<file path="src/rtl/uirq_pkg.sv">
// Package: shared codes and trigger-level mapping for the interrupt resolver.
// Assumes the receive FIFO depth is at least 4.
package uirq_pkg;
    localparam logic [3:0] CODE_LINE = 4'h6;
    localparam logic [3:0] CODE_TMO  = 4'hC;
    localparam logic [3:0] CODE_RXD  = 4'h4;
    localparam logic [3:0] CODE_THRE = 4'h2;
    localparam logic [3:0] CODE_MDM  = 4'h0;
    localparam logic [3:0] CODE_NONE = 4'h1;

    // Enable register bit positions.
    localparam int EN_RXD  = 0;
    localparam int EN_THRE = 1;
    localparam int EN_LINE = 2;
    localparam int EN_MDM  = 3;

    // Maps a trigger select to a fill level for a FIFO of the given depth.
    function automatic int trig_level(input logic [1:0] sel, input int depth);
        case (sel)
            2'd0:    return 1;
            2'd1:    return depth / 4;
            2'd2:    return depth / 2;
            default: return depth - 2;
        endcase
    endfunction
endpackage

</file>
<file path="src/rtl/uirq_ien_reg.sv">
// Module: holds the 4-bit interrupt enable value.
// Assumes a write strobe lasts one cycle; upper data bits are discarded.
module uirq_ien_reg (
    input  logic       clk,
    input  logic       rst_n,
    input  logic       we,
    input  logic [7:0] wdata,
    output logic [3:0] ien_d,
    output logic [3:0] ien_q
);
    // Next value: new low nibble on a write, else hold.
    always_comb ien_d = we ? wdata[3:0] : ien_q;

    // Register the enable value.
    always_ff @(posedge clk) begin
        if (!rst_n) ien_q <= 4'h0;
        else        ien_q <= ien_d;
    end
endmodule

</file>
<file path="src/rtl/uirq_thre_flag.sv">
// Module: transmit-holding-empty pending flag.
// A holding write clears it above all else; set events beat the read clear.
module uirq_thre_flag (
    input  logic clk,
    input  logic rst_n,
    input  logic thr_wr,
    input  logic set_evt,
    input  logic rd_clr,
    output logic pend_d,
    output logic pend_q
);
    // Next state with clear/set precedence.
    always_comb begin
        if (thr_wr)       pend_d = 1'b0;
        else if (set_evt) pend_d = 1'b1;
        else if (rd_clr)  pend_d = 1'b0;
        else              pend_d = pend_q;
    end

    // Hold the flag.
    always_ff @(posedge clk) begin
        if (!rst_n) pend_q <= 1'b0;
        else        pend_q <= pend_d;
    end
endmodule

</file>
<file path="src/rtl/uirq_prio.sv">
// Module: fixed-priority selection of the interrupt identification code.
// Purely combinational; the caller registers the result.
module uirq_prio #(
    parameter int CNT_W = 5
) (
    input  logic [3:0]       ien,
    input  logic [3:0]       lsr_err,
    input  logic             data_rdy,
    input  logic             tmo_pend,
    input  logic [CNT_W-1:0] rx_count,
    input  logic [CNT_W-1:0] trig_lvl,
    input  logic             fifo_en,
    input  logic             thre_pend,
    input  logic [3:0]       msr_delta,
    output logic [3:0]       code
);
    import uirq_pkg::*;

    logic rx_level_ok;

    // Receive-data qualification: trigger level only matters in FIFO mode.
    always_comb rx_level_ok = !fifo_en || (rx_count >= trig_lvl);

    // Priority chain, highest source first.
    always_comb begin
        if (ien[EN_LINE] && (|lsr_err))                     code = CODE_LINE;
        else if (ien[EN_RXD] && tmo_pend)                   code = CODE_TMO;
        else if (ien[EN_RXD] && data_rdy && rx_level_ok)    code = CODE_RXD;
        else if (ien[EN_THRE] && thre_pend)                 code = CODE_THRE;
        else if (ien[EN_MDM] && (|msr_delta))               code = CODE_MDM;
        else                                                code = CODE_NONE;
    end
endmodule

</file>
<file path="src/rtl/uirq_resolver.sv">
// Module: top of the interrupt resolver. Combines the enable register,
// the transmit-empty flag and the priority chain, and registers the
// identification byte and request line (one stage of latency).
// Assumes all strobes are single-cycle and synchronous to clk.
module uirq_resolver #(
    parameter int FIFO_DEPTH = 16,
    localparam int CNT_W = $clog2(FIFO_DEPTH + 1)
) (
    input  logic             clk,
    input  logic             rst_n,
    input  logic             ien_we,
    input  logic [7:0]       ien_wdata,
    input  logic             iid_rd,
    input  logic             thr_wr,
    input  logic             tx_empty_evt,
    input  logic             thr_empty,
    input  logic [3:0]       lsr_err,
    input  logic             data_rdy,
    input  logic             rx_tmo_pend,
    input  logic [CNT_W-1:0] rx_count,
    input  logic [1:0]       trig_sel,
    input  logic             fifo_en,
    input  logic [3:0]       msr_delta,
    output logic [3:0]       ien_q,
    output logic [7:0]       iid,
    output logic             irq
);
    import uirq_pkg::*;

    logic [3:0]       ien_d;
    logic             pend_d, pend_q;
    logic [3:0]       code;
    logic [CNT_W-1:0] trig_lvl;
    logic             rd_clr, set_evt;

    uirq_ien_reg u_ien (
        .clk(clk), .rst_n(rst_n), .we(ien_we), .wdata(ien_wdata),
        .ien_d(ien_d), .ien_q(ien_q)
    );

    // Flag events: drain or enable write while empty sets; read of a reported THRE clears.
    always_comb begin
        set_evt = tx_empty_evt || (ien_we && thr_empty);
        rd_clr  = iid_rd && (iid[3:0] == CODE_THRE);
    end

    uirq_thre_flag u_flag (
        .clk(clk), .rst_n(rst_n), .thr_wr(thr_wr), .set_evt(set_evt),
        .rd_clr(rd_clr), .pend_d(pend_d), .pend_q(pend_q)
    );

    // Trigger level lookup for the selected threshold.
    always_comb trig_lvl = CNT_W'(trig_level(trig_sel, FIFO_DEPTH));

    uirq_prio #(.CNT_W(CNT_W)) u_prio (
        .ien(ien_d), .lsr_err(lsr_err), .data_rdy(data_rdy),
        .tmo_pend(rx_tmo_pend), .rx_count(rx_count), .trig_lvl(trig_lvl),
        .fifo_en(fifo_en), .thre_pend(pend_d), .msr_delta(msr_delta),
        .code(code)
    );

    // Output register stage for the identification byte and request line.
    always_ff @(posedge clk) begin
        if (!rst_n) begin
            iid <= {4'h0, CODE_NONE};
            irq <= 1'b0;
        end else begin
            iid <= {{2{fifo_en}}, 2'b00, code};
            irq <= (code != CODE_NONE);
        end
    end

    // an enabled line error always wins the next cycle.
    a_r3_line_wins: assert property (@(posedge clk) disable iff (!rst_n)
        (ien_q[EN_LINE] && (|lsr_err) && !ien_we) |=> (iid[3:0] == CODE_LINE));

    // with receive-data disabled neither timeout nor data can be reported.
    a_r4_tmo_masked: assert property (@(posedge clk) disable iff (!rst_n)
        (!ien_q[EN_RXD] && !ien_we) |=> (iid[3:0] != CODE_TMO && iid[3:0] != CODE_RXD));

    // top bits follow the FIFO-enable state.
    a_r6_fifo_bits: assert property (@(posedge clk) disable iff (!rst_n)
        1'b1 |=> (iid[7:6] == {2{$past(fifo_en)}} && iid[5:4] == 2'b00));

    // reading a reported THRE without a set event removes it.
    a_r7_read_clears: assert property (@(posedge clk) disable iff (!rst_n)
        (iid_rd && iid[3:0] == CODE_THRE && !tx_empty_evt && !ien_we) |=> (iid[3:0] != CODE_THRE));

    // only the low nibble of an enable write is kept.
    a_r8_ien_nibble: assert property (@(posedge clk) disable iff (!rst_n)
        ien_we |=> (ien_q == $past(ien_wdata[3:0])));

    // request line agrees with the identification code.
    a_r9_irq_match: assert property (@(posedge clk) disable iff (!rst_n)
        irq == (iid[3:0] != CODE_NONE));

    // a holding write leaves no THRE report.
    a_r12_thr_wr_clears: assert property (@(posedge clk) disable iff (!rst_n)
        thr_wr |=> (iid[3:0] != CODE_THRE));
endmodule

</file>
<file path="config.mk">
export PLATFORM = sky130hd
export DESIGN_NAME = uirq_resolver
export DESIGN_NICKNAME = d
export VERILOG_FILES = /design/src/rtl/uirq_pkg.sv /design/src/rtl/uirq_ien_reg.sv /design/src/rtl/uirq_thre_flag.sv /design/src/rtl/uirq_prio.sv /design/src/rtl/uirq_resolver.sv
export SDC_FILE = /design/constraint.sdc
export NUM_CORES = 1
export LEC_CHECK = 0
export BUFFER_PORTS_ARGS = -buffer_cell sky130_fd_sc_hd__buf_2
export CAP_MARGIN = 15
export CORE_MARGIN = 1
export CORE_UTILIZATION = 42
export CTS_CLUSTER_DIAMETER = 40
export DETAILED_ROUTE_END_ITERATION = 16
export PLACE_DENSITY = 0.94
export SETUP_SLACK_MARGIN = 0.3
export SLEW_MARGIN = 15
export SYNTH_ARGS = -nofsm -noshare
export SYNTH_HDL_FRONTEND = slang
export SYNTH_HIERARCHICAL = 1
export SYNTH_SLANG_ARGS = --single-unit
</file>
<file path="constraint.sdc">
create_clock -name clk -period 3.4 [get_ports clk]
set_clock_uncertainty 0.2 [all_clocks]
set_input_delay 0.68 -clock clk [delete_from_list [all_inputs] [get_ports clk]]
set_output_delay 0.68 -clock clk [all_outputs]
set_load 0.02 [all_outputs]
</file>
After elaboration in Yosys (flattened, before gate mapping). Index checks and enable logic that the tools add are counted. W data, S select, Z words.

Order comparisons: 1. Equality and inequality tests: 4. Multiplexer cells: 10. Reductions and logical operators: 14.

Operator list (number): $mux W4 (5); $pmux W4 S3 (1); $logic_and A1 B1 Y1 (8); $reduce_or A4 Y1 (2); $ge A5 B4 Y1 (1); $eq A4 B2 Y1 const B (1); $mux W1 (4); $ne A4 B1 Y1 const B (1); $eq A2 B1 Y1 const B (1); $eq A2 B2 Y1 const B (1); $logic_not A2 Y1 (1); $logic_or A1 B1 Y1 (2); $logic_not A1 Y1 (1).

Register bits: 13. Bits of input ports: 33. Output and inout bits: 13. Logic and storage cells: 34.

Depth between registers and ports, before layout. Gate-level depths: netlist of run 1.

Depth in word-level cells: 11. Gate-level depth with buffers: 9. Gate-level depth less buffers: 9.

Modules after synthesis. Netlist of run 1, hierarchy kept.

By module, submodules not included: uirq_resolver (instances 1, cells an instance 24, area each 229.0 um2, sequential area each 120.1 um2); uirq_prio (instances 1, cells an instance 29, area each 222.7 um2, sequential area each 0.0 um2); uirq_ien_reg (instances 1, cells an instance 12, area each 153.9 um2, sequential area each 80.1 um2); uirq_thre_flag (instances 1, cells an instance 6, area each 53.8 um2, sequential area each 20.0 um2).

Worst setup path after synthesis of run 1. OpenSTA, ideal clock, no wires.

Path type: input port to flip-flop. Start: input port trig_sel[0]. End: register irq. Data arrival time: 2149 ps. Data required time: 3075 ps. Slack: 926 ps. Stages on the path: 9. Path buffers: 1. Cells stage by stage: clkbuf_1 inv_1 ha_1 a21oi_2 o21ai_1 a311oi_2 and4_1 inv_1 o41a_1.

Cells in the longest elaborated chain, start to end: 9. Elaborated cells on any way between the ends: 11.

Ends and longest elaborated chain: start: declaration (RTL line uirq_resolver.sv:21) `input logic [1:0] trig_sel,`; $eq A2 B2 Y1 (tied with other cells) (RTL line uirq_pkg.sv:19) `case (sel)`; $pmux W4 S3 (*) (RTL line uirq_pkg.sv:19); $ge A5 B4 Y1 (*) (RTL line uirq_prio.sv:22) `always_comb rx_level_ok = !fifo_en || (rx_count >= trig_lvl);`; $logic_or A1 B1 Y1 (*) (RTL line uirq_prio.sv:22); $logic_and A1 B1 Y1 (*) (RTL line uirq_prio.sv:28) `else if (ien[EN_RXD] && data_rdy && rx_level_ok) code = CODE_RXD;`; $mux W4 (*) (RTL line uirq_prio.sv:28); $mux W4 (*) (RTL line uirq_prio.sv:27) `else if (ien[EN_RXD] && tmo_pend) code = CODE_TMO;`; $mux W4 (*) (RTL line uirq_prio.sv:26) `if (ien[EN_LINE] && (|lsr_err)) code = CODE_LINE;`; named net code[0] (RTL line uirq_resolver.sv:32) `logic [3:0] code;`; $ne A4 B1 Y1 (*) (RTL line uirq_resolver.sv:69) `irq <= (code != CODE_NONE);`; end signal: assignment (RTL line uirq_resolver.sv:69); end: declaration (RTL line uirq_resolver.sv:26) `output logic irq`.

The timed path passes the listed nets; every way through them passes the cells marked *. A chain may end at the register's enable or synchronous reset.

Worst setup path after layout of run 1.
Start: input port ien_we. End: register irq.

Elaborated cells on any way between the ends: 17.

RTL lines: start: declaration (RTL line uirq_resolver.sv:11) `input logic ien_we,`; $mux W4 (*) (RTL line uirq_ien_reg.sv:12) `always_comb ien_d = we ? wdata[3:0] : ien_q;`; named net ien_d[0] (RTL line uirq_resolver.sv:30) `logic [3:0] ien_d;`; $logic_and A1 B1 Y1 (2 in a row) (RTL line uirq_prio.sv:28); $mux W4 (RTL line uirq_prio.sv:28); $mux W4 (*) (RTL line uirq_prio.sv:27); $mux W4 (*) (RTL line uirq_prio.sv:26); named net code[0] (RTL line uirq_resolver.sv:32); $ne A4 B1 Y1 (*) (RTL line uirq_resolver.sv:69).

Marks and branches as above.

==> summary.md, run 1 <==
| Metric | Value |
|---|---|
| Post-CTS Hold Buffers | `0` |
| TritonCTS Buffers | `3` |
| Synthesized area | `659 um^2` |
| Syn_area_per_cell | `9.29 um^2` |
| I/O pin count | `46` |
| Power Internal | `0.224 mW` |
| Worst Path Arrival | `2370 ps` |
| Cells on worst reg2reg path | `6` |
| Die X | `41.6 um` |
| Wire length per cell | `9.69 um` |
| Leakage power | `0.477 nW` |
| Fin util | `63.4%` |
| Tcrit/Tclk final | `71.3%` |
| DP HPWL | `1070 um` |
| WHS Endpoint | `u_flag/pend_q` |
| GRT Overall Usage | `14.9%` |
| Fin Setup TNS | `0 ps` |
| Peak VDD IR | `180 uV` |
| Largest net degree at the start of global routing | `12` |
| Clock group share of total power | `27.9%` |
| Crit-path cells | `buf_2 > mux2_2 > and2_2 > a311oi_2 > and4_1 > inv_1 > o41a_1` |
| H-tree levels | `1` |
| Final nets | `150` |
| Sequential share of power | `45.1%` |
| Switching power share of the total | `28.5%` |
| CTS Sinks | `11` |
| Worst path slowest cell | `mux2_2` |
| Hold Path Class | `reg2reg` |
| Hold Path Cell Cnt | `2` |
| Antenna Violating Nets Remaining | `0` |
| Longest Clk Path Bufs | `2` |
| Ant. Diodes | `0` |
| Via count | `602` |
| Final Power | `0.313 mW` |
| Post-Layout Cell Count | `126` |
| Seq cells post-synth | `11` |
| Initial DRC count | `9` |
| RSZ-0062 raised after global routing | `no` |
| Synth cell types | `28` |
| Core Region | `0.00138 mm^2` |
| Pre-CTS setup slack | `691 ps` |
| Vias in the first global route | `517` |
| Placed Cells | `122` |
| GRT Residual Overflow | `0` |
| Routed vias/inst | `4.78` |
| Combinational share of power | `27.0%` |
| HP Start | `u_flag/pend_q` |
| Worst Setup Start Kind | `input pin` |
| Fin area | `877 um^2` |
| Starting density of the core | `47.7%` |
| R2R setup slack | `1320 ps` |
| Fin. Hold Viols | `0` |
| Main flop type after synthesis | `dfxtp_1` |
| Synth warn | `6` |
| Clock Latency Late Sink | `270 ps` |
| Post-cts resize count | `0` |
| RePlAce Congestion | `0.749` |
| Die area | `0.00173 mm^2` |
| Final setup vio count | `0` |
| Layout area overhead | `33.0%` |
| Crit. End Element | `flip-flop` |
| Detailed Routing Iterations Pass 1 | `4` |
| Reg-to-Reg Start | `u_ien/ien_q[0]` |
| FMAX | `413 MHz` |
| Slowest cell delay on critical path | `380 ps` |
| Minimum clock period | `2420 ps` |
| Register area share after synthesis | `33.4%` |
| Pins Over Slew Limit | `0` |
| Clk root buf | `clkbuf_4` |
| # fillers | `120` |
| Post-Route WL | `1220 um` |
| Gate count after technology mapping | `71` |
| Clock-pin slew on the worst setup and hold paths | `60 ps` |
| DRC Markers | `0` |
| Port Buffer Count | `39` |
| Die Y | `41.6 um` |
| Async S/R FF share, synth | `0%` |
| Placed instance area | `851 um^2` |
| Worst Setup Slack, final | `976 ps` |
| Req. time, crit path | `3350 ps` |
| FP Rows | `13` |
| CTS tree | `done` |
| Power Dens Cells | `357 mW/mm^2` |
| Hold WS | `290 ps` |
| Post-synth EDFFs | `0` |
| Sw power | `0.0892 mW` |
| Max_cap viols | `0` |
| First-pass GRT wire length | `2000 um` |
| Reg2Reg Capture Point | `irq` |
| Initial antenna violation count | `0` |
| Status | `completed` |
| Post-CTS setup buffer count | `0` |
| Crit Path Class | `in2reg` |
| Crit-path max FO | `5` |
| Layout cells sized above 1 | `46.8%` |
per-layer routing:
| metal | vias up | track usage [%] | wire [um] |
|---|---|---|---|
| met4 | 0 | 9.68 | 21 |
| met2 | 33 | 24.7 | 591 |
| li1 | 312 | - | - |
| met1 | 255 | 16.4 | 485 |
| met5 | - | 0 | 0 |
| met3 | 2 | 4.35 | 122 |
Yosys cell counts, drive strengths merged (2+ instances only):
| master | count | area [um^2] |
|---|---|---|
| buf | 3 | 22.5 |
| and2 | 11 | 70.1 |
| dfxtp | 11 | 220 |
| a21oi | 3 | 18.8 |
| nand2b | 2 | 20.0 |
| inv | 9 | 33.8 |
| o41ai | 2 | 36.3 |
| ha | 5 | 62.6 |
| nand2 | 6 | 22.5 |
| mux2 | 4 | 48.8 |
| nor2 | 2 | 7.51 |
| clkbuf | 2 | 7.51 |
state kept, by name, indices dropped and copies added, names as in the netlist:
name           flops
iid                5
irq                1
u_flag/pend_q      1
u_ien/ien_q        4
power by group through the flow:
stage | Combinational (mW) | Sequential (mW) | Clock (mW)
3_5_place_dp | 0.0854 | 0.144 | 0
4_1_cts | 0.0856 | 0.141 | 0.0892
5_1_grt | 0.0933 | 0.142 | 0.0931
6_report | 0.0845 | 0.141 | 0.0873
2_1_floorplan | 0.0433 | 0.155 | 0
3_3_place_gp | 0.0816 | 0.144 | 0
cell usage in the layout, fill, tap and decap left out, drive strengths merged, types with 2 or more instances in the layout:
| cell | count |
|---|---|
| buf | 39 |
| dfxtp | 11 |
| and2 | 11 |
| inv | 9 |
| nand2 | 6 |
| ha | 5 |
| clkbuf | 4 |
| mux2 | 4 |
| conb | 3 |
| a21oi | 3 |
| nor2 | 2 |
| nand2b | 2 |
| o41ai | 2 |
how the worst max path moves through the flow:
stage / endpoint / startpoint / slack [ps]
2_1_floorplan: irq / trig_sel[0] / 930
3_3_place_gp: irq / ien_we / 740
3_5_place_dp: irq / ien_we / 690
4_1_cts: irq / ien_we / 980
5_1_grt: irq / trig_sel[0] / 920
6_report: irq / ien_we / 980
cells by family after synthesis:
family,synth area share [%]
mux,7.40
fa+ha+maj,9.49
buf+inv,9.68
flops,33.4
other cells,0.569
compound gates,16.5
simple gates,23.0
cell type report:
type	count	area, um^2	area share (%)
Clock buffer	4	26.3	3.00
Inverter	9	33.8	3.85
Multi-Input combinational cell	48	383	43.7
Sequential cell	11	220	25.1
Tap cell	15	18.8	2.14
Timing Repair Buffer	39	195	22.3
worst max-delay path: cells and delay by family:
family | cells | cell delay [ps]
AOI/OAI and AO/OA | 2 | 650
buffers and inverters | 2 | 200
and+or+nand+nor | 2 | 450
muxes | 1 | 380
(Power assumes the default switching activity.)
==> run 2: changes to the inputs <==
--- a/config.mk
+++ b/config.mk
@@ -8,10 +8,10 @@
 export BUFFER_PORTS_ARGS = -buffer_cell sky130_fd_sc_hd__buf_2
 export CAP_MARGIN = 15
 export CORE_MARGIN = 1
-export CORE_UTILIZATION = 42
+export CORE_UTILIZATION = 39
 export CTS_CLUSTER_DIAMETER = 40
 export DETAILED_ROUTE_END_ITERATION = 16
-export PLACE_DENSITY = 0.94
+export PLACE_DENSITY = 0.89
 export SETUP_SLACK_MARGIN = 0.3
 export SLEW_MARGIN = 15
 export SYNTH_ARGS = -nofsm -noshare
==> constraint.sdc (replaced) <==
create_clock -name clk -period 2.3 [get_ports clk]
set_clock_uncertainty 0.2 [all_clocks]
set_input_delay 0.46 -clock clk [delete_from_list [all_inputs] [get_ports clk]]
set_output_delay 0.46 -clock clk [all_outputs]
set_load 0.02 [all_outputs]
==> summary.md, run 2 (synthesis gave the netlist of run 1 again) <==
| Metric | Value |
|---|---|
| Longest Clk Path Bufs | `2 (unchanged)` |
| Fin Setup TNS | `0 ps (unchanged)` |
| GRT Overall Usage | `14.8% (was 14.9%)` |
| I/O pin count | `46 (unchanged)` |
| Minimum clock period | `2060 ps` |
| Port Buffer Count | `39 (unchanged)` |
| Crit. End Element | `flip-flop (unchanged)` |
| Worst Setup Start Kind | `input pin (unchanged)` |
| Clock group share of total power | `27.1% (was 27.9%)` |
| CTS tree | `done (unchanged)` |
| Largest net degree at the start of global routing | `12 (unchanged)` |
| Power Dens Cells | `519 mW/mm^2 (was 357 mW/mm^2)` |
| Die Y | `43.1 um (was 41.6 um)` |
| Layout cells sized above 1 | `48.2% (was 46.8%)` |
| Vias in the first global route | `540 (was 517)` |
| Placed Cells | `124 (was 122)` |
| Biggest regs | `iid: 5 flops, u_ien/ien_q: 4 flops (unchanged)` |
| Clk root buf | `clkbuf_4 (unchanged)` |
| Initial antenna violation count | `0 (unchanged)` |
| Crit-path max FO | `3 (was 5)` |
| Hold Path Class | `in2reg (was reg2reg)` |
| Clock Latency Late Sink | `260 ps (was 270 ps)` |
| Fin. Hold Viols | `0 (unchanged)` |
| Crit Path Class | `in2reg (unchanged)` |
| GRT Residual Overflow | `0 (unchanged)` |
| First-pass GRT wire length | `2060 um (was 2000 um)` |
| Tcrit/Tclk final | `89.8%` |
| DP HPWL | `1220 um (was 1070 um)` |
| Sw power | `0.133 mW (was 0.0892 mW)` |
| Starting density of the core | `42.8% (was 47.7%)` |
| Detailed Routing Iterations Pass 1 | `2 (was 4)` |
| Hold WS | `218 ps (was 290 ps)` |
| Via count | `625 (was 602)` |
| Die area | `0.00186 mm^2 (was 0.00173 mm^2)` |
| Power Internal | `0.333 mW (was 0.224 mW)` |
| Pins Over Slew Limit | `0 (unchanged)` |
| DRC Markers | `0 (unchanged)` |
| FP Rows | `14 (was 13)` |
| Max_cap viols | `0 (unchanged)` |
| Status | `completed (unchanged)` |
| Peak VDD IR | `206 uV (was 180 uV)` |
| RSZ-0062 raised after global routing | `yes (was no)` |
| Post-Route WL | `1400 um (was 1220 um)` |
| Routed vias/inst | `4.88 (was 4.78)` |
| Layout area overhead | `36.2% (was 33.0%)` |
| Commonest non-fill, non-tap cells in the layout | `buf_2, dfxtp_1, and2_1, inv_1, nand2_1 (unchanged)` |
| FMAX | `484 MHz` |
| Core Region | `0.00154 mm^2 (was 0.00138 mm^2)` |
| Post-Layout Cell Count | `128 (was 126)` |
| Max reg flops | `5 (unchanged)` |
| Antenna Violating Nets Remaining | `0 (unchanged)` |
| Fin util | `58.3% (was 63.4%)` |
| Clock-pin slew on the worst setup and hold paths | `70 ps (was 60 ps)` |
| Wire length per cell | `10.9 um (was 9.69 um)` |
| TritonCTS Buffers | `3 (unchanged)` |
| Register with the most flip-flops | `iid (unchanged)` |
| Die X | `43.1 um (was 41.6 um)` |
| Combinational share of power | `28.0% (was 27.0%)` |
| Ant. Diodes | `0 (unchanged)` |
| Sequential share of power | `44.8% (was 45.1%)` |
| RePlAce Congestion | `0.744 (was 0.749)` |
| Worst Path Arrival | `2010 ps (was 2370 ps)` |
| Switching power share of the total | `28.5% (about the same)` |
| Post-cts resize count | `0 (unchanged)` |
| Most common cell after layout, fill and taps aside | `buf_2 (unchanged)` |
| Leakage power | `0.482 nW (was 0.477 nW)` |
| Initial DRC count | `4 (was 9)` |
| Req. time, crit path | `2240 ps (was 3350 ps)` |
| Final nets | `151 (was 150)` |
| H-tree levels | `1 (unchanged)` |
| CTS Sinks | `11 (unchanged)` |
| Final setup vio count | `0 (unchanged)` |
==> run 2: cell count changes in the layout (fill, tap and decap cells not counted), sizes merged <==
cell / change
buf: +1
==> run 2: final timing paths <==
path                  startpoint             to  slack, ps  depth (start not counted)
hold reg to reg    u_flag/pend_q  u_flag/pend_q        300                          2
setup reg to reg  u_ien/ien_q[0]            irq        310                          6
hold / removal           fifo_en         iid[6]        220                          2
setup / recovery     trig_sel[0]            irq        240                          9
==> run 2: timing repair <==
action | CTS | global route
endpoints found under the setup margin | 1 | 1
hold buffers | 0 | 0
pin swaps | 0 | 0
buffers inserted | 0 | 0
hold endpoints to repair | 0 | 0
==> run 2: power groups by stage <==
stage / logic [mW] / registers (mW) / clock network (mW)
finish: 0.131 / 0.209 / 0.126
global placement: 0.125 / 0.213 / 0
global route: 0.142 / 0.211 / 0.144
detailed placement: 0.131 / 0.214 / 0
floorplan: 0.0657 / 0.229 / 0
CTS: 0.131 / 0.209 / 0.133
==> run 2: cell type report <==
type                            instances  area (um^2)
Clock buffer                            4         26.3
Fill cell                             147          643
Inverter                                9         33.8
Multi-Input combinational cell         48          395
Sequential cell                        11          220
Tap cell                               16         20.0
Timing Repair Buffer                   40          203
==> run 2: worst max-delay path, stage by stage <==
cell      delay, ps
buf_2           110
nor2_1          110
ha_1            240
nor2b_1         110
o21ai_1         100
a311oi_2        290
and4_1          230
inv_1            50
o41a_1          300
==> run 2: metal layers <==
layer	up-vias	track usage, %	part of all wire (%)
met5	-	0	0
li1	314	-	-
met1	279	13.8	37
met2	30	28.4	53
met3	2	4.26	10
met4	0	7.27	0.29
==> run 2: metrics by stage <==
stage / total power, mW / instance area [um^2] / setup WS [ps]
CTS: 0.474 / 898 / 229
floorplan: 0.295 / 679 / 187
finish: 0.466 / 898 / 235
global route: 0.496 / 898 / 172
global placement: 0.338 / 872 / 14.6
detailed placement: 0.345 / 872 / -51.2
